$ cat src/rtl/mbus_pkg.sv
package mbus_pkg;

  typedef enum logic [1:0] {
    CYC_FETCH = 2'b00,
    CYC_READ  = 2'b01,
    CYC_WRITE = 2'b10,
    CYC_INTRN = 2'b11
  } cyc_e;

  // number of states occupied by a cycle of the given kind
  function automatic int unsigned cyc_states(cyc_e kind, int unsigned fetch_n,
                                             int unsigned xfer_n);
    return (kind == CYC_FETCH) ? fetch_n : xfer_n;
  endfunction

  function automatic logic uses_bus(cyc_e kind);
    return kind != CYC_INTRN;
  endfunction

  function automatic logic reads_bus(cyc_e kind);
    return (kind == CYC_FETCH) || (kind == CYC_READ);
  endfunction

endpackage

$ cat src/rtl/mbus_tick.sv
// Phase counter (divide by N) and state counter for one bus cycle.
module mbus_tick #(
  parameter int unsigned N    = 3,
  parameter int unsigned PH_W = 2,
  parameter int unsigned ST_W = 2
) (
  input  logic            clk,
  input  logic            rst_n,
  input  logic            start,
  input  logic            run,
  input  logic [ST_W-1:0] last_st,
  output logic [PH_W-1:0] ph,
  output logic [ST_W-1:0] tst,
  output logic            state_end,
  output logic            cyc_end
);

  assign state_end = (ph == PH_W'(N - 1));
  assign cyc_end   = run && state_end && (tst == last_st);

  always_ff @(posedge clk or negedge rst_n) begin
    if (!rst_n) begin
      ph  <= '0;
      tst <= '0;
    end else if (start) begin
      ph  <= '0;
      tst <= '0;
    end else if (run) begin
      if (state_end) begin
        ph  <= '0;
        tst <= tst + 1'b1;
      end else begin
        ph <= ph + 1'b1;
      end
    end
  end

endmodule

$ cat src/rtl/mbus_drive.sv
// Strobe and shared-bus decode from the current state and phase.
module mbus_drive
  import mbus_pkg::*;
#(
  parameter int unsigned N      = 3,
  parameter int unsigned XFER_N = 3,
  parameter int unsigned PH_W   = 2,
  parameter int unsigned ST_W   = 2,
  parameter int unsigned DW     = 8
) (
  input  logic            busy,
  input  cyc_e            kind,
  input  logic [PH_W-1:0] ph,
  input  logic [ST_W-1:0] tst,
  input  logic [DW-1:0]   addr_lo,
  input  logic [DW-1:0]   wdata,
  output logic            ale,
  output logic            ad_oe,
  output logic [DW-1:0]   ad_out,
  output logic            rd_n,
  output logic            wr_n
);

  localparam int unsigned MID = N / 2;

  logic in_t1, addr_ph, thru_last, wr_win;

  assign in_t1     = (tst == '0);
  assign addr_ph   = busy && in_t1 && (ph <= PH_W'(MID));
  assign thru_last = (tst <= ST_W'(XFER_N - 1));
  assign wr_win    = (in_t1 && (ph >= PH_W'(MID))) ||
                     ((tst != '0) && (tst < ST_W'(XFER_N - 1)));

  assign ale    = busy && uses_bus(kind) && in_t1 && (ph == '0);
  assign ad_oe  = busy && uses_bus(kind) &&
                  (addr_ph || ((kind == CYC_WRITE) && thru_last));
  assign ad_out = addr_ph ? addr_lo : wdata;
  assign rd_n   = !(busy && reads_bus(kind) && thru_last);
  assign wr_n   = !(busy && (kind == CYC_WRITE) && wr_win);

endmodule

$ cat src/rtl/mux_bus_seq.sv
module mux_bus_seq
  import mbus_pkg::*;
#(
  parameter int unsigned CLK_PER_STATE = 3,
  parameter int unsigned FETCH_STATES  = 4,
  parameter int unsigned XFER_STATES   = 3,
  parameter int unsigned AW            = 16,
  parameter int unsigned DW            = 8
) (
  input  logic          clk,
  input  logic          rst_n,
  input  logic          req_valid,
  input  logic [1:0]    req_kind,
  input  logic [AW-1:0] req_addr,
  input  logic [DW-1:0] req_wdata,
  output logic          req_ready,
  output logic          done,
  output logic [DW-1:0] rdata,
  output logic [AW-DW-1:0] addr_hi,
  output logic [DW-1:0] ad_out,
  output logic          ad_oe,
  input  logic [DW-1:0] ad_in,
  output logic          ale,
  output logic          rd_n,
  output logic          wr_n
);

  localparam int unsigned PH_W = (CLK_PER_STATE > 2) ? $clog2(CLK_PER_STATE) : 1;
  localparam int unsigned ST_W = (FETCH_STATES > 2) ? $clog2(FETCH_STATES) : 1;

  logic            busy;
  cyc_e            kind_q;
  logic [AW-1:0]   addr_q;
  logic [DW-1:0]   wdata_q;
  logic [DW-1:0]   rdata_q;
  logic            done_q;
  logic [PH_W-1:0] ph;
  logic [ST_W-1:0] tst;
  logic            state_end, cyc_end, start, capture;
  logic [ST_W-1:0] last_st;

  assign start   = req_valid && !busy;
  assign last_st = ST_W'(cyc_states(kind_q, FETCH_STATES, XFER_STATES) - 1);
  assign capture = busy && reads_bus(kind_q) && state_end &&
                   (tst == ST_W'(XFER_STATES - 1));

  mbus_tick #(.N(CLK_PER_STATE), .PH_W(PH_W), .ST_W(ST_W)) u_tick (
    .clk(clk), .rst_n(rst_n), .start(start), .run(busy), .last_st(last_st),
    .ph(ph), .tst(tst), .state_end(state_end), .cyc_end(cyc_end)
  );

  mbus_drive #(.N(CLK_PER_STATE), .XFER_N(XFER_STATES), .PH_W(PH_W),
               .ST_W(ST_W), .DW(DW)) u_drive (
    .busy(busy), .kind(kind_q), .ph(ph), .tst(tst),
    .addr_lo(addr_q[DW-1:0]), .wdata(wdata_q),
    .ale(ale), .ad_oe(ad_oe), .ad_out(ad_out), .rd_n(rd_n), .wr_n(wr_n)
  );

  always_ff @(posedge clk or negedge rst_n) begin
    if (!rst_n) begin
      busy    <= 1'b0;
      kind_q  <= CYC_INTRN;
      addr_q  <= '0;
      wdata_q <= '0;
      rdata_q <= '0;
      done_q  <= 1'b0;
    end else begin
      done_q <= cyc_end;
      if (start) begin
        busy    <= 1'b1;
        kind_q  <= cyc_e'(req_kind);
        addr_q  <= req_addr;
        wdata_q <= req_wdata;
      end else if (cyc_end) begin
        busy <= 1'b0;
      end
      if (capture) rdata_q <= ad_in;
    end
  end

  assign req_ready = !busy;
  assign done      = done_q;
  assign rdata     = rdata_q;
  assign addr_hi   = addr_q[AW-1:DW];

endmodule

$ cat config.mk
export PLATFORM = sky130hd
export DESIGN_NAME = mux_bus_seq
export DESIGN_NICKNAME = d
export VERILOG_FILES = /design/src/rtl/mbus_pkg.sv /design/src/rtl/mbus_tick.sv /design/src/rtl/mbus_drive.sv /design/src/rtl/mux_bus_seq.sv
export SDC_FILE = /design/constraint.sdc
export NUM_CORES = 1
export LEC_CHECK = 0
export BUFFER_PORTS_ARGS = -buffer_cell sky130_fd_sc_hd__buf_2
export CORE_MARGIN = 10
export CORE_UTILIZATION = 50
export DETAILED_ROUTE_END_ITERATION = 8
export GPL_ROUTABILITY_DRIVEN = 1
export GPL_TIMING_DRIVEN = 0
export PLACE_DENSITY = 0.81
export RECOVER_POWER = 25
export SYNTH_ARGS = -nofsm -noshare
export SYNTH_HDL_FRONTEND = slang
export SYNTH_SLANG_ARGS = --single-unit
export TNS_END_PERCENT = 20
$ cat constraint.sdc
create_clock -name clk -period 2.65 [get_ports clk]
set_input_delay 0.265 -clock clk [delete_from_list [all_inputs] [get_ports clk]]
set_output_delay 0.265 -clock clk [all_outputs]
set_load 0.01 [all_outputs]
[Word-level counts from Yosys, hierarchy flattened]
Cells that the tools add are included.
Word-level totals
  input bits: 37
  flip-flop bits (word level): 40
  word-level logic and storage cells: 63
  output and inout port bits: 30
Cells by class
  equality and inequality tests: 6
  reduce and logical (&&, ||, !) cells: 32
  muxes and demuxes: 10
  add/subtract/negate cells: 3
  $lt $le $gt $ge: 4
Operator list (count)
  1-bit logical AND: 18
  2-bit 2-to-1 mux: 7
  8-bit 2-to-1 mux: 1
  2-bit nonzero test: 4
  2-bit == test (second input constant): 3
  2-bit logical NOT: 3
  2-bit by 1-bit adder with 2-bit output (second input constant): 2
  1-bit logical NOT: 3
  1-bit logical OR: 3
  2-bit by 1-bit == test with 1-bit output (second input constant): 1
  2-bit == test: 1
  2-bit by 1-bit greater-or-equal comparator with 1-bit output (second input constant): 1
  2-bit by 1-bit <= comparator with 1-bit output (second input constant): 1
  2-bit <= comparator (second input constant): 1
  2-bit less-than comparator (second input constant): 1
  1-bit 2-to-1 mux: 2
  2-bit != test (second input constant): 1
  2-bit AND reduction: 1
  2-bit by 1-bit subtractor with 2-bit output (second input constant): 1

[Longest topological paths before layout]
Gate-level depths: netlist (run 1).
  word-level depth: 7
  mapped depth: 6
  depth with buffers taken out: 5

[Hierarchy]
A second synthesis (run 1) with hierarchy kept.
Second synthesis, totals
  cell total of the unflattened synthesis: 129
  area total of the unflattened synthesis: 1909.3 sq um
Modules (own cells, without submodules)
  mux_bus_seq: cells each 88, times used 1, sequential area each 903.4 sq um, area an instance 1500.2 sq um
  mbus_tick: cells each 22, times used 1, sequential area each 100.1 sq um, area an instance 230.2 sq um
  mbus_drive: cells each 19, times used 1, sequential area each 0.0 sq um, area an instance 178.9 sq um

[Worst setup path before layout (run 1)]
OpenSTA, ideal clock, no wires.
  path kind: reg2out
  start point: register u_tick.tst[0]
  end point: output port wr_n
  setup slack: 1.141 ns
  arrival: 1.244 ns
  cell stages (with the launch flop): 6
  path buffers: 0
  required time: 2.385 ns
  path through: dfrtp_1 inv_1 ha_1 inv_1 nor3_1 a2111o_1
Between the ends
  cells in the longest elaborated chain, start to end: 5
  elaborated cells between the ends (all ways): 8
  classes of those cells: 1 x order compare; 7 x reduce/logical
RTL lines
  start: declaration: RTL line mbus_tick.sv:13  | output logic [ST_W-1:0] tst,
  start signal: assignment: RTL line mbus_tick.sv:31  | tst <= tst + 1'b1;
  2-bit less-than comparator (tied with other cells): RTL line mbus_drive.sv:32  | ((tst != '0) && (tst < ST_W'(XFER_N - 1)));
  1-bit logical AND (on tied branches): RTL line mbus_drive.sv:32, mbus_drive.sv:31
  1-bit logical OR *: RTL line mbus_drive.sv:31  | assign wr_win = (in_t1 && (ph >= PH_W'(MID))) ||
  1-bit logical AND *: RTL line mbus_drive.sv:39  | assign wr_n = !(busy && (kind == CYC_WRITE) && wr_win);
  1-bit logical NOT *: RTL line mbus_drive.sv:39
  end: declaration: RTL line mux_bus_seq.sv:25  | output logic wr_n
Mark *: on every way between the ends. The rest lies on a longest branch, timed or not.

[Worst setup path after layout (run 1)]
  start point: register u_tick.tst[0]
  end point: output port ad_out[5]
Between the ends
  cells in the longest elaborated chain, start to end: 4
RTL lines
  2-bit logical NOT: RTL line mbus_drive.sv:28  | assign in_t1 = (tst == '0);
  1-bit logical AND (2 in a row): RTL line mbus_drive.sv:29  | assign addr_ph = busy && in_t1 && (ph <= PH_W'(MID));
  8-bit 2-to-1 mux: RTL line mbus_drive.sv:37  | assign ad_out = addr_ph ? addr_lo : wdata;
  end: declaration: RTL line mux_bus_seq.sv:20  | output logic [DW-1:0] ad_out,
Every way passes these cells.

==> results of run 1 <==
-- power by group through the flow --
stage / Combinational (mW) / Clock [mW] / Sequential (mW)
floorplan: 0.879 / 0 / 1.10
global placement: 1.30 / 0 / 1.08
detailed placement: 1.35 / 0 / 1.12
CTS: 1.35 / 0.450 / 1.10
global route: 1.45 / 0.476 / 1.14
finish: 1.32 / 0.442 / 1.10
-- stage by stage --
step                      total power, mW  hold WS (ns)
final                               2.867        0.1456
after detailed placement            2.462        0.4240
after global placement              2.382        0.4089
after floorplan                     1.978      -0.03059
after global routing                3.057        0.1219
after CTS                           2.901       0.04603
-- worst min-delay path, delay by kind of cell --
kind	cells	cell delay, ns
and+or+nand+nor	1	0.05
AOI/OAI and AO/OA	1	0.08
buffers and inverters	1	0.10
-- cell families after synthesis --
group / Yosys count / share of synthesized area
multiplexers: 42 / 0.2609
flip-flops: 40 / 0.5550
buffers and inverters: 18 / 0.06021
AND/OR/NAND/NOR: 18 / 0.06160
AO/OA/AOI/OAI: 8 / 0.03184
adder cells (fa/ha/maj): 3 / 0.02076
XOR/XNOR: 2 / 0.009690
-- metal layers --
layer / part of all wire / GRT usage / up-vias
li1: - / - / 593
met4: 0.0067 / 0.03345 / 0
met3: 0.12 / 0.07572 / 6
met1: 0.38 / 0.1235 / 605
met5: 0 / 0 / -
met2: 0.49 / 0.2087 / 58
-- state kept, by name (all words and copies together), names as in the netlist --
signal and flops:
addr_q 16, rdata 8, wdata_q 8, kind_q 2
u_tick.ph 2, u_tick.tst 2, busy 1, done 1
-- layout make-up --
class	count	area, um^2	share of cell area
Multi-Input combinational cell	73	695.7	0.3038
Timing Repair Buffer	66	329.1	0.1437
Sequential cell	40	1003	0.4382
Inverter	5	18.77	0.008197
Buffer	13	90.09	0.03934
Tap cell	46	57.56	0.02514
Clock inverter	1	30.03	0.01311
Clock buffer	7	65.06	0.02842
-- how the worst max path moves through the flow --
stage / startpoint / end / slack, ns
after floorplan: u_tick.tst[0] / wr_n / 1.14
after global placement: u_tick.tst[0] / ad_out[7] / 0.95
after global routing: u_tick.tst[0] / ad_out[3] / 0.41
after CTS: u_tick.tst[0] / ad_out[5] / 0.52
final: u_tick.tst[0] / ad_out[5] / 0.52
after detailed placement: u_tick.tst[0] / ad_out[5] / 0.91
-- cells in the mapped netlist (all sizes together) --
cell type,count,area share
nand4,1,0.012
nand2,6,0.014
nor2b,2,0.0069
dfstp,2,0.029
mux2,41,0.26
a41oi,1,0.0048
o21ai,3,0.0083
o22ai,1,0.0035
and4,1,0.0048
a21o,1,0.0042
and2b,1,0.0042
buf,13,0.050
or3,1,0.0035
ha,3,0.021
mux2i,1,0.0055
a22o,1,0.0048
dfrtp,38,0.53
inv,5,0.010
nor3,2,0.0055
nor2,2,0.0042
xnor2,2,0.0097
a2111o,1,0.0062
and3,2,0.0069
-- placed cells by master (no fill, tap or decap), types with 2 or more instances in the layout --
cell type,count
o21ai_0,3
xnor2_1,2
nor2_1,2
dfrtp_1,38
inv_1,5
clkbuf_4,5
buf_2,68
ha_1,3
dfstp_2,2
nand2_1,5
nor2b_1,2
mux2_2,41
clkbuf_8,2
buf_4,10
nor3_1,2
and3_1,2
==> summary.md, run 1 <==
| Metric | Value |
|---|---|
| Status | complete, but fails checks |
| Failing checks | capacitance limit, slew limit |
| Antenna diode count | 0 |
| Nets@finish | 244 |
| CTS Hold Bufs | 0 |
| Clock transition at the registers of the reported paths | 0.12 ns |
| Leakage | 1.146 nW |
| Worst Clk Skew | 0.005827 ns |
| Number of port buffers | 66 |
| Sw frac | 0.3400 |
| Delay-heaviest family, CP | flip-flops |
| Final core occ | 0.6703 |
| Die area | 6421 um^2 |
| Post-CTS Setup Inserts | 0 |
| Vias | 1262 |
| Max Fanout on Critical Path | 8 |
| Post-synth cell types | 25 |
| Die extent in x | 80.13 um |
| Remaining global-route overflow | 0 |
| Clock network power share | 0.154 |
| RSZ-0062 raised after global routing | false |
| CP Depth | 5 |
| RR Endpoint | wdata_q[1] |
| # fillers | 270 |
| Vias in the first global route | 1409 |
| Routability congestion estimate | 0.8049 |
| Drt first pass iters | 5 |
| Crit path kind | reg2out |
| # clock sinks | 40 |
| Minimum clock period after layout | 2.135 ns |
| Max-slew headroom | -0.3744 |
| Worst Setup Slack, final | 0.5155 ns |
| Final Setup Violations | 0 |
| Number of DRC markers in iteration 0 | 105 |
| Pwr Density | 1252 nW/um^2 |
| Drt wl/cell | 16.01 um |
| Placed insts | 243 |
| Slew Limit Fails | 41 |
| All-Layer GR Usage | 0.1229 |
| Hold Vio Cnt, Final | 0 |
| Ys Warns | 0 |
| Deepest clock path buffer count | 2 |
| Num CTS Buffers | 5 |
| Share of cells above drive strength 1 | 0.6390 |
| Core Box Area | 3416 um^2 |
| Post-DP HPWL | 3194 um |
| Element type at the critical path end | output pin |
| Cells on worst reg2reg path | 5 |
| Worst-margin pin slew | 2.062 ns |
| Startpoint type of the worst setup path | flop |
| Worst VDD drop | 719.2 uV |
| Cell Rows | 21 |
| Critical path's largest stage delay | 0.46 ns |
| CP cell instances | inv_1, ha_1, nand2_2, mux2_2, buf_2 |
| Register-to-register setup slack | 1.07 ns |
| Switch Pwr | 974.7 uW |
| Place WS | 0.9078 ns |
| Initial Utilization | 0.5293 |
| Design Area, Final | 2290 um^2 |
| Share of total power in combinational logic | 0.461 |
| Hold Path Origin | req_kind[1] |
| Post-synth design cell area | 1808 um^2 |
| Min-Delay Endpoint | kind_q[1] |
| Largest net degree at the start of global routing | 41 |
| Clk_lat worst skew | 0.34 ns |
| H-tree depth | 2 |
| Post-Layout Cell Count | 251 |
| HP Class | in2reg |
| Hold-critical path depth | 3 |
| P&R area growth vs syn | 26.64% |
| CTS Root Cell | clkbuf_4 |
| CTS tree | done |
| P_int | 1.892 mW |
| Syn Inst Count | 131 |
| Max_cap viols | 1 |
| Final period util | 0.8055 |
| Syn nets | 171 |
| Critical Path RT | 2.38 ns |
| Critical path buffers and inverters | 2 |
| FF+latch count, synth | 40 |
| Fmax | 0.4685 GHz |
| DRC | 0 |
| I/O Pins | 67 |
| Arrival time worst endpoint | 1.87 ns |
| Post-CTS resize count | 0 |
| R2r startpoint | busy |
| Antenna-violating nets left | 0 |
| Flop pwr share | 0.385 |
| Final WL | 4019 um |
| Share of the yosys chip area belonging to registers | 0.5550 |
| Setup TNS Final | 0 ns |
| Placed Area | 2196 um^2 |
| Synthesized area per cell | 13.80 um^2 |
| Initial antenna violation count | 0 |
| First-pass GRT wire length | 6203 um |
| Vias/cell | 5.028 |
| Critical path's slowest cell | dfrtp_1 |
| Die H | 80.13 um |
(Power assumes the default switching activity.)
==> run 2, diff against run 1 <==
--- a/config.mk
+++ b/config.mk
@@ -7,11 +7,11 @@
 export LEC_CHECK = 0
 export BUFFER_PORTS_ARGS = -buffer_cell sky130_fd_sc_hd__buf_2
 export CORE_MARGIN = 10
-export CORE_UTILIZATION = 50
+export CORE_UTILIZATION = 44
 export DETAILED_ROUTE_END_ITERATION = 8
 export GPL_ROUTABILITY_DRIVEN = 1
 export GPL_TIMING_DRIVEN = 0
-export PLACE_DENSITY = 0.81
+export PLACE_DENSITY = 0.75
 export RECOVER_POWER = 25
 export SYNTH_ARGS = -nofsm -noshare
 export SYNTH_HDL_FRONTEND = slang
==> constraint.sdc (replaced) <==
create_clock -name clk -period 1.72 [get_ports clk]
set_input_delay 0.172 -clock clk [delete_from_list [all_inputs] [get_ports clk]]
set_output_delay 0.172 -clock clk [all_outputs]
set_load 0.01 [all_outputs]
==> run 2 against run 1 <==
  * Core utilization shrank 5.8 points
  * Clock skew is 0.0025 ns lower
  * Global-route usage fell by 0.75 points
  * The run now ends clean
  * Largest power group unchanged
  * First-iteration DRC count fell by 81%
  * Sequential share of layout area shrank 2.7 points
  * Register-to-register slack worse by 0.96 ns
  * Non-clock buffer count is 4 higher
==> summary.md, run 2 (synthesis results as in run 1) <==
| Metric | Value |
|---|---|
| Status | finished, final reports clean (was complete, but fails checks) |
| Antenna diode count | 0 (unchanged) |
| Element type at the critical path end | output pin (unchanged) |
| Worst Clk Skew | 0.003319 ns (was 0.005827 ns) |
| Num CTS Buffers | 5 (unchanged) |
| Die extent in x | 84.10 um (was 80.13 um) |
| Antenna-violating nets left | 0 (unchanged) |
| Top reg by flops | addr_q (unchanged) |
| Final WL | 4118 um (was 4019 um) |
| Final Setup Violations | 0 (unchanged) |
| Nets@finish | 248 (was 244) |
| Drt wl/cell | 15.90 um (was 16.01 um) |
| Clk_lat worst skew | 0.29 ns (was 0.34 ns) |
| Slew Limit Fails | 0 (was 41) |
| Delay-heaviest family, CP | flip-flops (unchanged) |
| Max_cap viols | 0 (was 1) |
| Largest net degree at the start of global routing | 41 (unchanged) |
| Max Fanout on Critical Path | 8 (unchanged) |
| Initial antenna violation count | 0 (unchanged) |
| First-pass GRT wire length | 6686 um (was 6203 um) |
| Minimum clock period after layout | 1.698 ns |
| Crit path kind | reg2out (unchanged) |
| Drt first pass iters | 4 (was 5) |
| Post-Layout Cell Count | 259 (was 251) |
| CP cell instances | and2b_2, nand2_8, mux2_4, buf_6 (was inv_1, ha_1, nand2_2, mux2_2, buf_2) |
| Routability congestion estimate | 0.7521 (was 0.8049) |
| Max-slew headroom | 0.3477 (was -0.3744) |
| Vias/cell | 4.931 (was 5.028) |
| Most frequent cells in the layout | buf_2, dfrtp_1, mux2_2 (was buf_2, mux2_2, dfrtp_1) |
| Critical path's largest stage delay | 0.42 ns (was 0.46 ns) |
| Share of cells above drive strength 1 | 0.6890 (was 0.6390) |
| Cell Rows | 23 (was 21) |
| Max FFs per register | 16 (unchanged) |
| Commonest non-fill, non-tap cell in the layout | buf_2 (unchanged) |
| Deepest clock path buffer count | 2 (unchanged) |
| # clock sinks | 40 (unchanged) |
| Critical path's slowest cell | dfrtp_2 (was dfrtp_1) |
| Placed insts | 247 (was 243) |
| Number of port buffers | 66 (unchanged) |
| DRC | 0 (unchanged) |
| H-tree depth | 2 (unchanged) |
| Clock transition at the registers of the reported paths | 0.07 ns (was 0.12 ns) |
| Worst VDD drop | 971.1 uV (was 719.2 uV) |
| Arrival time worst endpoint | 1.53 ns (was 1.87 ns) |
| CTS tree | done (unchanged) |
| HP Class | in2async (was in2reg) |
| Vias | 1277 (was 1262) |
| I/O Pins | 67 (unchanged) |
| Worst Setup Slack, final | 0.02173 ns (was 0.5155 ns) |
| Setup TNS Final | 0 ns (unchanged) |
| Die area | 7073 um^2 (was 6421 um^2) |
| Place WS | 0.08063 ns (was 0.9078 ns) |
| P&R area growth vs syn | 35.43% (was 26.64%) |
| Fmax | 0.5888 GHz |
| Vias in the first global route | 1406 (was 1409) |
| Critical Path RT | 1.55 ns (was 2.38 ns) |
| Worst-margin pin slew | 0.9784 ns (was 2.062 ns) |
| Hold Vio Cnt, Final | 0 (unchanged) |
| Pwr Density | 1991 nW/um^2 (was 1252 nW/um^2) |
| Core Box Area | 4000 um^2 (was 3416 um^2) |
| Critical path buffers and inverters | 1 (was 2) |
| Number of DRC markers in iteration 0 | 20 (was 105) |
| Final period util | 0.9874 |
| All-Layer GR Usage | 0.1154 (was 0.1229) |
| Startpoint type of the worst setup path | flop (unchanged) |
| CTS Root Cell | clkbuf_8 (was clkbuf_4) |
| Initial Utilization | 0.4520 (was 0.5293) |
| RSZ-0062 raised after global routing | true (was false) |
| Post-DP HPWL | 2993 um (was 3194 um) |
| CTS Hold Bufs | 0 (unchanged) |
| Remaining global-route overflow | 0 (unchanged) |
| Leakage | 1.216 nW (was 1.146 nW) |
| Die H | 84.10 um (was 80.13 um) |
run 2: changes by cell type in the layout (fill, tap and decap cells not counted), sizes merged:
| cell | previous run | this run |
|---|---|---|
| buf | 78 | 82 |
| bufinv | 1 | 0 |
| clkbuf | 8 | 9 |
run 2: where the power goes:
part	total, mW	internal (mW)	switching, mW
Sequential	1.68	1.42	0.259
Clock	0.629	0.327	0.302
Combinational	2.56	1.48	1.08
run 2: timing repair:
action,in CTS,in global routing
resized for setup,17,15
setup endpoints to repair,10,12
pin swaps,2,5
buffers inserted,5,0
run 2: final timing paths:
path                            startpoint       endpoint  slack [ns]  cells after the start
worst min-delay path                 rst_n     addr_q[10]        0.03                      1
worst max register to register        busy     wdata_q[6]        0.11                      5
min in group clk                  ad_in[5]       rdata[5]        0.11                      2
worst min register to register    rdata[7]       rdata[7]        0.51                      1
worst max-delay path                  busy      ad_out[4]        0.02                      4
max in group asynchronous            rst_n  u_tick.tst[1]        1.02                      1
run 2: final cells by class:
class,instances,area [um^2]
Buffer,12,85.08
Clock buffer,8,90.09
Fill cell,352,1551
Inverter,5,21.27
Multi-Input combinational cell,73,765.7
Sequential cell,40,1006
Tap cell,50,62.56
Timing Repair Buffer,71,417.9
run 2: per-stage QoR:
step,power (mW),hold slack (ns),utilization,instance area [um^2]
after floorplan,3.048,-0.1236,-,1808
after detailed placement,3.769,0.3422,0.5502,2201
final,4.874,0.02976,0.6121,2449
after global placement,3.698,0.3506,0.5502,2201
after global routing,5.250,0.08321,0.6121,2449
after CTS,4.706,0.01920,0.5956,2382
run 2: metal layers:
metal,global-route usage,share of wire,vias to the layer above
met1,0.1246,0.40,632
met3,0.06641,0.094,7
met2,0.1833,0.50,39
met4,0.04262,0.013,0
li1,-,-,599
met5,0,0,-
==> run 3, diff against run 2 <==
==> constraint.sdc (replaced) <==
create_clock -name clk -period 1.4 [get_ports clk]
set_input_delay 0.14 -clock clk [delete_from_list [all_inputs] [get_ports clk]]
set_output_delay 0.14 -clock clk [all_outputs]
set_load 0.01 [all_outputs]
==> run 3 against run 2 <==
  * The flow now finishes with violations (setup timing)
  * Register-to-register slack got worse by 0.20 ns
  * Combinational power rose by 41%
  * First-iteration DRC count rose by 130%
  * Critical endpoint is now ad_out[3]
==> summary.md, run 3 (synthesis results as in run 1) <==
| Metric | Value |
|---|---|
| Vias | 1271 (was 1277) |
| Multi-input gate area | 850.8 um^2 (was 765.7 um^2) |
| Max_cap viols | 0 (unchanged) |
| Commonest non-fill, non-tap cell in the layout | buf_2 (unchanged) |
| Arrival time worst endpoint | 1.52 ns (was 1.53 ns) |
| Slew Limit Fails | 0 (unchanged) |
| Die H | 84.10 um (unchanged) |
| Worst Setup Slack, final | -0.2567 ns (was 0.02173 ns) |
| Reg area | 1007 um^2 (was 1006 um^2) |
| Initial Utilization | 0.4520 (unchanged) |
| Routability congestion estimate | 0.8109 (was 0.7521) |
| Die area | 7073 um^2 (unchanged) |
| I/O Pins | 67 (unchanged) |
| Share of total power in combinational logic | 0.563 (was 0.526) |
| Place WS | -0.2107 ns (was 0.08063 ns) |
| P_int | 4.277 mW (was 3.234 mW) |
| Post-Layout Cell Count | 261 (was 259) |
| Placed Area | 2203 um^2 (was 2201 um^2) |
| Worst-margin pin slew | 0.9842 ns (was 0.9784 ns) |
| Die extent in x | 84.10 um (unchanged) |
| H-tree depth | 2 (unchanged) |
| Critical Path RT | 1.26 ns (was 1.55 ns) |
| Number of DRC markers in iteration 0 | 46 (was 20) |
| CTS Hold Bufs | 0 (unchanged) |
| Met3 usage | 0.05664 (was 0.06641) |
| First-pass GRT wire length | 7272 um (was 6686 um) |
| Design Power | 6.429 mW (was 4.874 mW) |
| GRT met2 Usage | 0.2047 (was 0.1833) |
| # fillers | 298 (was 352) |
| Crit path kind | reg2out (unchanged) |
| Flop pwr share | 0.326 (was 0.345) |
| Failing checks | setup timing |
| Max-slew headroom | 0.3439 (was 0.3477) |
| Remaining global-route overflow | 0 (unchanged) |
| Num CTS Buffers | 5 (unchanged) |
| CTS tree | done (unchanged) |
| Number of port buffers | 66 (unchanged) |
| M1 GR Usage | 0.1424 (was 0.1246) |
| P&R area growth vs syn | 44.22% (was 35.43%) |
| Worst Clk Skew | 0.004161 ns (was 0.003319 ns) |
| Vias in the first global route | 1394 (was 1406) |
| Final period util | 1.183 |
| Initial antenna violation count | 0 (unchanged) |
| Nets@finish | 250 (was 248) |
| Status | complete, but fails checks (was finished, final reports clean) |
| Startpoint type of the worst setup path | flop (unchanged) |
| Leakage | 1.299 nW (was 1.216 nW) |
| Switch Pwr | 2.152 mW (was 1.640 mW) |
| Vias/cell | 4.870 (was 4.931) |
| HP Class | in2async (unchanged) |
| Setup TNS Final | -4.355 ns (was 0 ns) |
| Hold Vio Cnt, Final | 0 (unchanged) |
| Fmax | 0.6036 GHz |
| Cell Rows | 23 (unchanged) |
| Most frequent cells in the layout | buf_2, dfrtp_1, mux2_4 (was buf_2, dfrtp_1, mux2_2) |
| Worst VDD drop | 1565 uV (was 971.1 uV) |
| Largest net degree at the start of global routing | 41 (unchanged) |
| # clock sinks | 40 (unchanged) |
| Max Fanout on Critical Path | 8 (unchanged) |
| Sw frac | 0.3347 (was 0.3365) |
| Final core occ | 0.6519 (was 0.6121) |
| Minimum clock period after layout | 1.657 ns |
| RSZ-0062 raised after global routing | true (unchanged) |
| Drt first pass iters | 4 (unchanged) |
| Share of cells above drive strength 1 | 0.7156 (was 0.6890) |
| CTS Root Cell | clkbuf_8 (unchanged) |
| Post-DP HPWL | 3084 um (was 2993 um) |
| Top reg by flops | addr_q (unchanged) |
| DRC | 0 (unchanged) |
| Design Area, Final | 2608 um^2 (was 2449 um^2) |
| Final Setup Violations | 38 (was 0) |
| Hold WS | 0.005514 ns (was 0.02976 ns) |
| Grt peak-use layer | met2 (unchanged) |
| Antenna-violating nets left | 0 (unchanged) |
| Placed insts | 247 (unchanged) |
| Deepest clock path buffer count | 2 (unchanged) |
| Antenna diode count | 0 (unchanged) |
| Max FFs per register | 16 (unchanged) |
| Element type at the critical path end | output pin (unchanged) |
| Pwr Density | 2465 nW/um^2 (was 1991 nW/um^2) |
| Clock transition at the registers of the reported paths | 0.07 ns (about the same) |
| Final WL | 4487 um (was 4118 um) |
| Clock network power share | 0.112 (was 0.129) |
| All-Layer GR Usage | 0.1243 (was 0.1154) |
| Core Box Area | 4000 um^2 (unchanged) |
| Drt wl/cell | 17.19 um (was 15.90 um) |
| Clk_lat worst skew | 0.28 ns (was 0.29 ns) |
==> run 3: what timing repair did <==
action	in CTS	in global routing
pin swaps	5	4
buffers inserted	7	0
endpoints found under the setup margin	38	49
resized for setup	48	18
hold endpoints to repair	0	0
==> run 3: cell type report <==
cell class / count / share of cell area
plain buffers: 12 / 0.04703
multi-input cells: 73 / 0.3263
clock buffers: 7 / 0.02927
inverters: 5 / 0.008157
flip-flops and latches: 40 / 0.3863
clock inverters: 1 / 0.001919
repair buffers: 73 / 0.1771
well taps: 50 / 0.02399
==> run 3: path summary, 6_finish.rpt <==
kind | cells after the start | slack, ns | start | end
worst max-delay path | 5 | -0.26 | u_tick.tst[0] | ad_out[3]
worst min-delay path | 1 | 0.006 | rst_n | rdata[1]
worst max register to register | 6 | -0.09 | busy | addr_q[14]
worst min register to register | 1 | 0.50 | rdata[3] | rdata[3]
max in group asynchronous | 1 | 0.72 | rst_n | busy
min in group clk | 2 | 0.08 | req_wdata[2] | wdata_q[2]
==> run 3: worst max-delay path: stages, from the launching register on <==
cell     delay, ns
dfrtp_2       0.42
inv_2         0.08
ha_4          0.18
nand2_8       0.10
mux2_4        0.32
buf_6         0.12
==> run 3: routing by layer <==
| layer | wire [um] | part of all wire |
|---|---|---|
| met5 | 0 | 0 |
| met1 | 1843 | 0.41 |
| met4 | 46 | 0.010 |
| met2 | 2285 | 0.51 |
| met3 | 311 | 0.069 |
==> run 3: power groups by stage <==
stage	registers (mW)	clock network, mW	logic (mW)
floorplan	2.08	0	1.67
global placement	2.07	0	2.48
detailed placement	2.11	0	2.54
CTS	2.07	0.749	3.45
global route	2.17	0.804	3.88
finish	2.09	0.718	3.62
